### src/rtl/pwm_pkg.sv
package pwm_pkg;
  localparam int NumCh     = 8;
  localparam int CntW      = 15;
  localparam int LoW       = 8;
  localparam int HiW       = CntW - LoW;
  localparam int NumRegs   = 2 * NumCh + 2;
  localparam int SelW      = $clog2(NumRegs);
  localparam int RiseBase  = NumCh;
  localparam int PeriodIdx = 2 * NumCh;
  localparam int TrigIdx   = 2 * NumCh + 1;

  typedef struct packed {
    logic               load;   // copy shadow -> active this clock
    logic               cmpEn;  // compares act this clock
    logic [NumRegs-1:0] wrHi;   // upper-byte write strobes
    logic [NumRegs-1:0] wrLo;   // lower-byte write strobes
  } strobe_t;
endpackage

### src/rtl/pwm_ctrl.sv
module pwm_ctrl
  import pwm_pkg::*;
(
  input  logic            clk,
  input  logic            rstN,
  input  logic            runEn,
  input  logic            wrEn,
  input  logic [SelW-1:0] wrSel,
  input  logic            wrHiByte,
  input  logic [CntW-1:0] periodAct,
  output logic [CntW-1:0] cnt,
  output strobe_t         strb
);
  logic atEnd;
  logic selValid;
  logic [NumRegs-1:0] selOneHot;

  assign atEnd     = (cnt >= periodAct);
  assign selValid  = (wrSel < SelW'(NumRegs));
  assign selOneHot = selValid ? (NumRegs'(1) << wrSel) : '0;

  always_comb begin
    strb.load  = !runEn || atEnd;
    strb.cmpEn = runEn;
    strb.wrHi  = (wrEn && wrHiByte)  ? selOneHot : '0;
    strb.wrLo  = (wrEn && !wrHiByte) ? selOneHot : '0;
  end

  always_ff @(posedge clk) begin
    if (!rstN)       cnt <= '0;
    else if (!runEn) cnt <= '0;
    else if (atEnd)  cnt <= '0;
    else             cnt <= cnt + 1'b1;
  end

  // counter never exceeds the active period
  a_r1_cnt_bound: assert property (@(posedge clk) disable iff (!rstN)
    cnt <= periodAct);
  // stopped counter is held at zero
  a_r9_idle_zero: assert property (@(posedge clk) disable iff (!rstN)
    !runEn |=> cnt == '0);
  // at most one register strobed per clock
  a_r11_onehot: assert property (@(posedge clk) disable iff (!rstN)
    $onehot0({strb.wrHi, strb.wrLo}));
endmodule

### src/rtl/pwm_datapath.sv
module pwm_datapath
  import pwm_pkg::*;
(
  input  logic             clk,
  input  logic             rstN,
  input  strobe_t          strb,
  input  logic [LoW-1:0]   wrData,
  input  logic [CntW-1:0]  cnt,
  input  logic             trigEn,
  input  logic             adcPwr,
  output logic [CntW-1:0]  periodAct,
  output logic [NumCh-1:0] pwmOut,
  output logic             adcStart
);
  logic [CntW-1:0] shadowReg [NumRegs];
  logic [CntW-1:0] activeReg [NumRegs];

  genvar r;
  generate
    for (r = 0; r < NumRegs; r++) begin : g_reg
      always_ff @(posedge clk) begin
        if (!rstN) begin
          shadowReg[r] <= '0;
          activeReg[r] <= '0;
        end else begin
          if (strb.wrHi[r]) shadowReg[r][CntW-1:LoW] <= wrData[HiW-1:0];
          if (strb.wrLo[r]) shadowReg[r][LoW-1:0]    <= wrData;
          if (strb.load)    activeReg[r]             <= shadowReg[r];
        end
      end
    end
  endgenerate

  assign periodAct = activeReg[PeriodIdx];

  genvar c;
  generate
    for (c = 0; c < NumCh; c++) begin : g_ch
      logic fallHit;
      logic riseHit;
      assign fallHit = (cnt == activeReg[c]);
      assign riseHit = (cnt == activeReg[RiseBase + c]);

      always_ff @(posedge clk) begin
        if (!rstN)                        pwmOut[c] <= 1'b0;
        else if (strb.cmpEn && fallHit)   pwmOut[c] <= 1'b0;
        else if (strb.cmpEn && riseHit)   pwmOut[c] <= 1'b1;
      end

      // fall match (including tie) gives low next clock
      a_r4_fall_wins: assert property (@(posedge clk) disable iff (!rstN)
        (strb.cmpEn && cnt == activeReg[c]) |=> !pwmOut[c]);
      // lone rise match gives high next clock
      a_r3_rise: assert property (@(posedge clk) disable iff (!rstN)
        (strb.cmpEn && cnt == activeReg[RiseBase + c] && cnt != activeReg[c])
        |=> pwmOut[c]);
    end
  endgenerate

  always_ff @(posedge clk) begin
    if (!rstN) adcStart <= 1'b0;
    else       adcStart <= strb.cmpEn && trigEn && adcPwr &&
                           (cnt == activeReg[TrigIdx]);
  end

  // strobe only when both gates were set
  a_r7_adc_gate: assert property (@(posedge clk) disable iff (!rstN)
    adcStart |-> $past(trigEn && adcPwr));
  // outputs frozen while compares are off
  a_r9_hold: assert property (@(posedge clk) disable iff (!rstN)
    !strb.cmpEn |=> $stable(pwmOut));
  // active period only moves on a load
  a_r8_buffered: assert property (@(posedge clk) disable iff (!rstN)
    !strb.load |=> $stable(periodAct));
endmodule

### src/rtl/pwm_dual_edge_top.sv
module pwm_dual_edge_top
  import pwm_pkg::*;
(
  input  logic             clk,
  input  logic             rstN,
  input  logic             runEn,
  input  logic             wrEn,
  input  logic [SelW-1:0]  wrSel,
  input  logic             wrHiByte,
  input  logic [LoW-1:0]   wrData,
  input  logic             trigEn,
  input  logic             adcPwr,
  output logic [NumCh-1:0] pwmOut,
  output logic             adcStart
);
  strobe_t         strb;
  logic [CntW-1:0] cnt;
  logic [CntW-1:0] periodAct;

  pwm_ctrl u_ctrl (
    .clk(clk), .rstN(rstN), .runEn(runEn), .wrEn(wrEn), .wrSel(wrSel),
    .wrHiByte(wrHiByte), .periodAct(periodAct), .cnt(cnt), .strb(strb)
  );

  pwm_datapath u_dp (
    .clk(clk), .rstN(rstN), .strb(strb), .wrData(wrData), .cnt(cnt),
    .trigEn(trigEn), .adcPwr(adcPwr), .periodAct(periodAct),
    .pwmOut(pwmOut), .adcStart(adcStart)
  );
endmodule

### config.mk
export PLATFORM = sky130hd
export DESIGN_NAME = pwm_dual_edge_top
export DESIGN_NICKNAME = d
export VERILOG_FILES = /design/src/rtl/pwm_pkg.sv /design/src/rtl/pwm_ctrl.sv /design/src/rtl/pwm_datapath.sv /design/src/rtl/pwm_dual_edge_top.sv
export SDC_FILE = /design/constraint.sdc
export NUM_CORES = 1
export LEC_CHECK = 0
export ABC_AREA = 1
export BUFFER_PORTS_ARGS = -buffer_cell sky130_fd_sc_hd__buf_2
export CORE_ASPECT_RATIO = 0.7
export CORE_UTILIZATION = 35
export CTS_BUF_LIST = sky130_fd_sc_hd__clkbuf_4 sky130_fd_sc_hd__clkbuf_8
export DETAILED_ROUTE_END_ITERATION = 16
export GPL_ROUTABILITY_DRIVEN = 1
export PLACE_DENSITY = 0.58
export SLEW_MARGIN = 20
export SYNTH_ARGS = -nofsm -noshare
export SYNTH_HDL_FRONTEND = slang
export SYNTH_SLANG_ARGS = --single-unit
### constraint.sdc
create_clock -name clk -period 14.6 [get_ports clk]
set_clock_uncertainty 0.05 [all_clocks]
set_input_delay 2.92 -clock clk [delete_from_list [all_inputs] [get_ports clk]]
set_output_delay 2.92 -clock clk [all_outputs]
set_load 0.01 [all_outputs]
==> run metrics <==
Hold Path Class reg2reg; CP Max Fanout 84; sequential cell area 0.0167 mm^2; Max Buffers Root-to-Sink 3; Synth Cell Area 0.0261 mm^2; clock network power share 37.7%; H-Tree Depth 3; Most used DFF post-synth edfxtp_1; power consumption 3490 uW; RSZ-0062 raised after global routing false; drt drc 2; max frequency 0.171 GHz; Vias 18,900; drt pass-1 iters 12; # IOs 29; post-synthesis mux area share 0%; Post-synth top cells nor2_1, nand2_1, edfxtp_1, inv_1, clkbuf_1; dpl ws 8.12 ns; Total Neg Setup Slack 0 ns; number of buffers created by CTS 84; die width 328 um; count of input and output buffers 28; Leakage 0.0129 uW; Vias/cell 4.75; most area-consuming cells after synthesis edfxtp_1, nor2_1, nand2_1, inv_1, dfxtp_1; Die H 230 um; register area share after synthesis 64.0%; Final min period 5.86 ns; GR Util All Layers 20.4%; CTS tree done; Post-CTS Setup Inserts 0; Power Density 121 mW/mm^2; area of the die 0.0756 mm^2; Finish-stage setup viols 0; largest family of logic cells by synthesized area simple AND/OR/NAND/NOR gates; Nets 2,970; Initial Utilization 35.5%; area taken by multi-input logic gates 0.00699 mm^2; root buffer cell clkbuf_8; crit path DAT 6.20 ns; Setup crit start kind primary input; Routed WL 76,400 um; routed length per instance 19.2 um; clock sinks 564; status complete, but fails checks; Yosys cell types 25; simple-gate portion of the synthesized area 23.2%; Synth Area in Compound Gates 1.91%; number of global-route vias before repair 17,300; Layout area overhead 11.0%; reg2reg setup slack 10.19 ns; CTS clk-pin slew, worst paths 0.07 ns; share of cells above drive strength 1 7.58%; worst-margin pin slew 1.23 ns; Worst slew margin 18.1%; crit end category flop; Peak VDD IR 0.0646 mV; initial antenna violation count 1; maxcap violations 0; Placer Congestion 0.811; worst skew pair latency 0.68 ns; required time of the worst setup path 14.94 ns; Pint 2630 uW; PostCTS Resize Cnt 0; total grt overflow 0; sequential share of power 55.1%; DRC marker count from the first detailed-route iteration 2,357; core footprint 0.0735 mm^2; FP Rows 83; Post-CTS Hold Buffers 0; Min Hold Slack 0.471 ns; most frequent cell after synthesis nor2_1; number of flops mapped to enable cells by yosys 540; XOR/XNOR Fraction of Synth Area 0.873%; Avg Inst Size Synth 9.01 um^2; leading area contributor after synthesis edfxtp_1; area share of the largest cell type after synthesis 62.2%; adder-cell share of the synthesized area 0.767%; final instance area 0.0290 mm^2; crit path kind in2reg; NetSw 860 uW; FFs w/ async S/R, synth 0%; synthesized flop and latch total 564; n_diodes 0; global-route wire length before repair 112,000 um; Fin. Hold Viols 0; largest net degree at the start of global routing 88; placed inst area 0.0273 mm^2; Final period util 40.2%; fillers 7,335; Synth warnings 0; Final ANT Viol Nets 0; setup ws final 8.74 ns; failing checks design-rule violations; switching share of power 24.6%; syn nets 2,932; dpl hpwl 41,900 um; combinational power share 7.3%; Max Transition Viols Final 0; Synth Instances 2,896
-- layout by cell type (no fill, tap or decap), drive strengths merged --
cell	n
xor2	17
o21ai	82
edfxtp	540
dfxtp	24
o22ai	1
inv	506
nand2	709
nand4	24
xnor2	9
nand3b	1
nand3	47
a22o	1
clkinv	19
clkinvlp	4
a21oi	13
clkbuf	124
nor2	762
bufinv	2
o211ai	1
buf	76
nor3	16
ha	16
-- power by group through the flow --
| stage | sequential (uW) | combinational [uW] | clock [uW] |
|---|---|---|---|
| after floorplan | 1950 | 173 | 0 |
| after global placement | 1950 | 248 | 0 |
| after detailed placement | 1960 | 252 | 0 |
| after CTS | 1920 | 253 | 1340 |
| after global routing | 1930 | 287 | 1410 |
| final | 1920 | 253 | 1310 |
-- final timing paths --
kind	startpoint	endpoint	cells after the start
max	runEn	u_dp.activeReg[5][13]$_SDFFCE_PN0P_	10
min	u_dp.pwmOut[7]$_SDFFE_PP0P_	u_dp.pwmOut[7]$_SDFFE_PP0P_	2
max reg2reg	u_ctrl.cnt[0]$_SDFF_PP0_	u_dp.activeReg[5][13]$_SDFFCE_PN0P_	13
min reg2reg	u_dp.pwmOut[7]$_SDFFE_PP0P_	u_dp.pwmOut[7]$_SDFFE_PP0P_	2
-- registers in the layout, indices dropped and copies added, names as in the netlist --
name / flops
u_dp.shadowReg: 270
u_dp.adcStart: 1
u_dp.pwmOut: 8
u_ctrl.cnt: 15
u_dp.activeReg: 270
-- cell type report --
type                            instances  area share [%]
Clock inverter                         22           0.544
Sequential cell                       564            57.6
Tap cell                              977            4.22
Clock buffer                          124            5.12
Inverter                              509            6.60
Timing Repair Buffer                   76            1.74
Multi-Input combinational cell       1699            24.1
-- cell families after synthesis --
family	count (synthesis)
and+or+nand+nor	1559
adders and majority gates	16
buffers and inverters	633
xor gates and xnor gates	26
DFF	564
AOI/OAI and AO/OA	98
-- critical path: stages --
cell and delay (ns):
buf_2 0.62, nand2_1 0.12, a21oi_1 0.14, nand2_1 0.07, nor2_1 0.14, nand3_1 0.13, nand2_4 0.22, buf_4 0.74
buf_4 0.81, nor2_1 0.11
-- metal layers --
| metal | vias up | GRT usage (%) | wire [um] |
|---|---|---|---|
| met1 | 8819 | 30.3 | 34000 |
| met2 | 915 | 29.9 | 32000 |
| met4 | 0 | 5.48 | 1890 |
| li1 | 8995 | - | - |
| met5 | - | 0 | 0 |
| met3 | 138 | 4.54 | 8570 |
-- through the flow --
step,utilization [%],instances
after floorplan,-,2896
after global placement,37.2,3825
after detailed placement,37.2,3825
after CTS,39.4,3971
after global routing,39.4,3971
final,39.4,3971
Power figures use the tool's default switching activity.
